--- src/rtl/mchan_rx_pkg.sv ---
package mchan_rx_pkg;

    localparam int BYTE_W = 8;

    typedef enum logic [2:0] {
        ST_IDLE,
        ST_FIRST,
        ST_NTH,
        ST_WAIT,
        ST_ABORT
    } rx_state_e;

    typedef struct packed {
        logic to_ch1;
        logic to_ch2;
        logic ident;
    } route_t;

    localparam logic [BYTE_W-1:0] ADDR_MASK  = 8'hE6;
    localparam logic [BYTE_W-1:0] ADDR_FIXED = 8'h80;

    function automatic logic addr_ok(input logic [BYTE_W-1:0] b);
        return (b & ADDR_MASK) == ADDR_FIXED;
    endfunction

    function automatic route_t addr_route(input logic [BYTE_W-1:0] b);
        route_t r;
        r.to_ch1 = b[3] | ~b[4];
        r.to_ch2 = b[3] | b[4];
        r.ident  = ~b[0];
        return r;
    endfunction

endpackage

--- src/rtl/mchan_rx_sampler.sv ---
module mchan_rx_sampler
    import mchan_rx_pkg::*;
(
    input  logic              clk,
    input  logic              rst,
    input  logic              load,
    input  logic [BYTE_W-1:0] rx_byte,
    output logic [BYTE_W-1:0] held,
    output logic              match
);
    always_ff @(posedge clk) begin
        if (rst)       held <= '0;
        else if (load) held <= rx_byte;
    end

    assign match = (rx_byte == held);
endmodule

--- src/rtl/mchan_rx_gap.sv ---
module mchan_rx_gap #(
    parameter int GAP_FRAMES = 2
) (
    input  logic clk,
    input  logic rst,
    input  logic clr,
    input  logic inc,
    output logic last
);
    localparam int CW = $clog2(GAP_FRAMES + 1);

    logic [CW-1:0] cnt;

    always_ff @(posedge clk) begin
        if (rst || clr) cnt <= '0;
        else if (inc)   cnt <= cnt + 1'b1;
    end

    assign last = (cnt == CW'(GAP_FRAMES - 1));
endmodule

--- src/rtl/mchan_rx_ctrl.sv ---
module mchan_rx_ctrl
    import mchan_rx_pkg::*;
(
    input  logic              clk,
    input  logic              rst,
    input  logic              frame_stb,
    input  logic              mx_n,
    input  logic              abort_req,
    input  logic [BYTE_W-1:0] rx_byte,
    input  logic [BYTE_W-1:0] held,
    input  logic              match,
    input  logic              gap_last,
    output logic              load,
    output logic              gap_clr,
    output logic              gap_inc,
    output logic              mr_n,
    output logic              out_valid,
    output logic [BYTE_W-1:0] out_data,
    output logic              out_first,
    output logic              out_end,
    output logic              out_abort,
    output route_t            route
);
    rx_state_e state, state_nx;
    logic      accept, bad, go_abort, finish;

    always_comb begin
        state_nx = state;
        load     = 1'b0;
        accept   = 1'b0;
        go_abort = 1'b0;
        finish   = 1'b0;
        gap_inc  = 1'b0;
        bad      = mx_n || !match || (state == ST_FIRST && !addr_ok(rx_byte));
        if (frame_stb) begin
            if (abort_req) begin
                go_abort = 1'b1;
            end else begin
                unique case (state)
                    ST_IDLE: if (!mx_n) begin
                        load     = 1'b1;
                        state_nx = ST_FIRST;
                    end
                    ST_FIRST, ST_NTH: begin
                        if (bad) go_abort = 1'b1;
                        else begin
                            accept   = 1'b1;
                            state_nx = ST_WAIT;
                        end
                    end
                    ST_WAIT: begin
                        if (!mx_n) begin
                            load     = 1'b1;
                            state_nx = ST_NTH;
                        end else if (gap_last) begin
                            finish   = 1'b1;
                            state_nx = ST_IDLE;
                        end else begin
                            gap_inc  = 1'b1;
                        end
                    end
                    ST_ABORT: state_nx = ST_IDLE;
                    default:  state_nx = ST_IDLE;
                endcase
            end
            if (go_abort) state_nx = ST_ABORT;
        end
    end

    assign gap_clr = accept;

    always_ff @(posedge clk) begin
        if (rst) begin
            state     <= ST_IDLE;
            mr_n      <= 1'b1;
            out_valid <= 1'b0;
            out_end   <= 1'b0;
            out_abort <= 1'b0;
            out_data  <= '0;
            out_first <= 1'b0;
            route     <= '0;
        end else begin
            state     <= state_nx;
            out_valid <= accept;
            out_end   <= finish;
            out_abort <= go_abort;
            if (frame_stb) mr_n <= !(accept || go_abort);
            if (accept) begin
                out_data  <= held;
                out_first <= (state == ST_FIRST);
                if (state == ST_FIRST) route <= addr_route(held);
            end
        end
    end
endmodule

--- src/rtl/mchan_rx.sv ---
module mchan_rx
    import mchan_rx_pkg::*;
#(
    parameter int GAP_FRAMES = 2
) (
    input  logic       clk,
    input  logic       rst,
    input  logic       frame_stb,
    input  logic [7:0] rx_byte,
    input  logic       mx_n,
    input  logic       abort_req,
    output logic       mr_n,
    output logic       out_valid,
    output logic [7:0] out_data,
    output logic       out_first,
    output logic       out_end,
    output logic       out_abort,
    output logic       to_ch1,
    output logic       to_ch2,
    output logic       ident_cmd
);
    logic [BYTE_W-1:0] held;
    logic              match, load, gap_clr, gap_inc, gap_last;
    route_t            route;

    mchan_rx_sampler u_smp (
        .clk(clk), .rst(rst), .load(load), .rx_byte(rx_byte),
        .held(held), .match(match)
    );

    mchan_rx_gap #(.GAP_FRAMES(GAP_FRAMES)) u_gap (
        .clk(clk), .rst(rst), .clr(gap_clr), .inc(gap_inc), .last(gap_last)
    );

    mchan_rx_ctrl u_ctl (
        .clk(clk), .rst(rst), .frame_stb(frame_stb), .mx_n(mx_n),
        .abort_req(abort_req), .rx_byte(rx_byte), .held(held), .match(match),
        .gap_last(gap_last), .load(load), .gap_clr(gap_clr), .gap_inc(gap_inc),
        .mr_n(mr_n), .out_valid(out_valid), .out_data(out_data),
        .out_first(out_first), .out_end(out_end), .out_abort(out_abort),
        .route(route)
    );

    assign to_ch1    = route.to_ch1;
    assign to_ch2    = route.to_ch2;
    assign ident_cmd = route.ident;
endmodule

--- config.mk ---
export PLATFORM = sky130hd
export DESIGN_NAME = mchan_rx
export DESIGN_NICKNAME = d
export VERILOG_FILES = /design/src/rtl/mchan_rx_pkg.sv /design/src/rtl/mchan_rx_sampler.sv /design/src/rtl/mchan_rx_gap.sv /design/src/rtl/mchan_rx_ctrl.sv /design/src/rtl/mchan_rx.sv
export SDC_FILE = /design/constraint.sdc
export NUM_CORES = 1
export LEC_CHECK = 0
export BUFFER_PORTS_ARGS = -buffer_cell sky130_fd_sc_hd__buf_2
export CORE_UTILIZATION = 35
export DETAILED_ROUTE_END_ITERATION = 8
export SYNTH_ARGS = -nofsm -noshare
export SYNTH_HDL_FRONTEND = slang
export SYNTH_SLANG_ARGS = --single-unit
--- constraint.sdc ---
create_clock -name clk -period 5.75 [get_ports clk]
set_clock_uncertainty 0.2 [all_clocks]
set_input_delay 0.2875 -clock clk [delete_from_list [all_inputs] [get_ports clk]]
set_output_delay 0.2875 -clock clk [all_outputs]
set_load 0.02 [all_outputs]
==> metrics.md <==
| Metric | Value |
|---|---|
| Syn. warnings | `0` |
| Synthesized area per cell | `9.21 sq um` |
| Number of buffers added to fix hold violations after cts | `0` |
| Sequential cell area fraction in the yosys report | `43.2%` |
| Number of nets with antenna violations after routing | `0` |
| Post-detailed-route DRC marker count | `0` |
| Count of endpoints failing setup in the final report | `0` |
| Total congestion overflow | `0` |
| Total inserted antenna cells | `0` |
| Pins over their slew limit | `0` |
| Clock buffers created by TritonCTS | `5` |
| Ordered list of cells on the worst path | `xnor2_1 -> nand3_1 -> nor4_4 -> o211ai_1 -> a21oi_1` |
| Clock-pin slew reported for the worst setup and hold paths after clock tree synthesis | `0.06 ns` |
| Core outline area | `0.00366 sq mm` |
| Die boundary width | `64.0 um` |
| Maximum fanout along the worst path | `17` |
| Total via count in the routed design | `1186` |
| CTS H-Tree Depth | `2` |
| Io pins | `29` |
| Die ar. | `0.00409 sq mm` |
| Top-area cell type share of the netlist area | `43.2%` |
| Clock buffer depth | `2` |
| Starting density of the core | `36.7%` |
| Top flip-flop cell by instance count after synthesis | `dfxtp_1` |
| Total of max-cap violations | `0` |
| Total power of the final layout | `0.000428 W` |
| Post-route setup TNS | `0 ns` |
| Count of cell types in the netlist | `40` |
| Via count of the first global-routing pass | `1182` |
| Die Y | `64.0 um` |
| Syn Nets | `160` |
| Mapped Cells | `146` |
| Length of the first detailed-routing pass in iterations | `4` |
| GR Util All Layers | `17.0%` |
| Critical path launch point type | `register` |
| Achievable frequency | `0.449 GHz` |
| Kind of end point of the critical path | `register` |
| Required time worst endpoint | `5.76 ns` |
| Class of the tightest hold or removal check | `in -> reg` |
| Max IR drop VDD | `0.148 mV` |
| Fraction of registers with async set or reset after synthesis | `0%` |
| Worst slew margin | `47.1%` |
| Leakage power total | `0.643 nW` |
| Area Overhead vs Synth | `19.5%` |
| Ratio of routed vias to standard cells | `5.32` |
| Kind of critical path | `reg -> reg` |
| Final estimated routing congestion in global placement | `0.874` |
| Power per cell area | `266 mW/mm^2` |
| Number of antenna violations at the first check in global routing | `0` |
| Quantity of gates resized following cts | `0` |
| Setup repair after global routing missed its margin | `no` |
| Total number of nets in the final design | `188` |
| Final critical-path share of the clock period | `38.7%` |
| Max incr delay on CP | `0.77 ns` |
| Cell types with the largest area share after synthesis | `dfxtp_1 (43%), mux2i_1 (6.0%), a21oi_1 (5.2%)` |
| HPWL reported at the end of detailed placement | `2.28 mm` |
| Final wirelength | `3.17 mm` |
| Number of core rows | `22` |
| Clock tree from TritonCTS | `yes` |
| Largest net degree at the start of global routing | `30` |
| Run status | `completed` |
| Port Buf Inserts | `28` |
| Clock latency on the worst-skew pair | `0.28 ns` |
| Transition time of the tightest slew-check pin | `0.787 ns` |
| Library cell with the largest summed area after synthesis | `dfxtp_1` |
| Number of synthesized flops with an enable pin | `0` |
| Final min period | `2.23 ns` |
| Number of DRC markers in iteration 0 | `36` |
| Cell with the largest stage delay on the worst path | `nor4_4` |
| Number of clock sinks | `29` |
| Count of final hold-check violations | `0` |
| Fraction of the core area covered by cells at the end of the flow | `43.9%` |
| CTS root buffer | `clkbuf_8` |
| Syn Std Cell Area | `0.00135 sq mm` |
| Layout cells sized above 1 | `25.1%` |
| Post-CTS setup repair buffer count | `0` |
| Flip-flop and latch count after synthesis | `29` |
| DR WL/cell | `14.2 um` |
| Critical Path AT | `2.24 ns` |
| First-pass GRT wire length | `5.20 mm` |
[final cells by class]
class                      count  area (sq um)
sequential                    29           581
timing repair buffer          28           140
clock buffer                   7          96.3
fill                         374          2050
multi-input combinational    108           718
inverter                       2          7.51
tap                           48          60.1
clock inverter                 1          5.00
[critical path: cells and delay by family (launching register included)]
family | cells | cell delay, ns
flip-flops | 1 | 0.42
XOR/XNOR | 1 | 0.14
AND/OR/NAND/NOR | 2 | 0.95
AO/OA/AOI/OAI | 2 | 0.44
[cells in the final DEF, fill, tap and decap left out, drive strengths merged, types with 2 or more instances in the layout]
cell | synthesis | layout
nand2b | 2 | 2
and2 | 2 | 2
o211ai | 5 | 5
xnor2 | 8 | 8
a21oi | 14 | 14
nor4 | 3 | 3
nor2 | 15 | 15
xor2 | 2 | 2
or3 | 2 | 2
inv | 2 | 2
nor3 | 4 | 4
nand3 | 10 | 10
a211oi | 2 | 2
clkbuf | 4 | 7
nor3b | 2 | 2
mux2i | 8 | 8
a311oi | 2 | 2
buf | 3 | 28
o21ai | 11 | 11
and3b | 2 | 2
dfxtp | 29 | 29
nand2 | 4 | 4
[metrics by stage]
stage	setup slack (ns)	hold slack [ns]	instance area, sq um	cells
3_3_place_gp	3.55	0.269	1510	215
6_report	3.52	0.0661	1610	223
2_1_floorplan	3.84	0.225	1350	146
3_5_place_dp	3.42	0.271	1510	215
5_1_grt	3.35	0.0649	1610	223
4_1_cts	3.53	0.0605	1610	223
[Yosys cell counts (2+ instances only)]
cell type	number
nor3_1	4
xnor2_1	8
and2_1	2
nand2b_1	2
o21ai_1	9
o21ai_0	2
xor2_1	2
and3b_1	2
mux2i_1	8
clkbuf_1	4
o211ai_1	5
nor2_1	14
or3_1	2
inv_1	2
nand2_1	4
a21oi_1	14
a311oi_1	2
dfxtp_1	29
nand3_1	10
[where the power goes]
| group | internal [W] | switching, W |
|---|---|---|
| clock network | 0.000108 | 0.0000764 |
| logic | 0.0000140 | 0.0000209 |
| registers | 0.000204 | 0.00000416 |
| total | 0.000326 | 0.000101 |
[registers in the layout (all words and copies together), names as in the netlist]
signal / count
u_ctl.out_end: 1
u_ctl.mr_n: 1
u_ctl.out_data: 8
u_ctl.state: 3
u_gap.cnt: 2
u_ctl.out_abort: 1
u_ctl.route: 3
u_ctl.out_first: 1
u_ctl.out_valid: 1
u_smp.held: 8
[cell families (layout without fill, tap and decap cells)]
group,after synthesis,after routing,share of synthesized area [%]
compound gates,36,36,16.5
xor+xnor,10,10,6.51
fa+ha+maj,1,1,0.930
buf+inv,9,38,3.44
flops,29,29,43.2
mux,8,8,5.95
simple gates,53,53,23.5
[layer usage]
| layer | track usage (%) | wire (um) |
|---|---|---|
| met1 | 17.8 | 1330 |
| met2 | 29.3 | 1570 |
| met3 | 6.79 | 211 |
| met4 | 8.81 | 59 |
| met5 | 0 | 0 |
[worst paths after layout]
kind,startpoint,to,slack [ns],cells after the start
setup reg to reg,u_smp.held[4],u_ctl.state[1],3.52,5
setup / recovery,u_smp.held[4],u_ctl.state[1],3.52,5
hold / removal,rx_byte[0],u_smp.held[0],0.07,3
hold reg to reg,u_ctl.out_first,u_ctl.out_first,0.28,2
(Power assumes the default switching activity.)
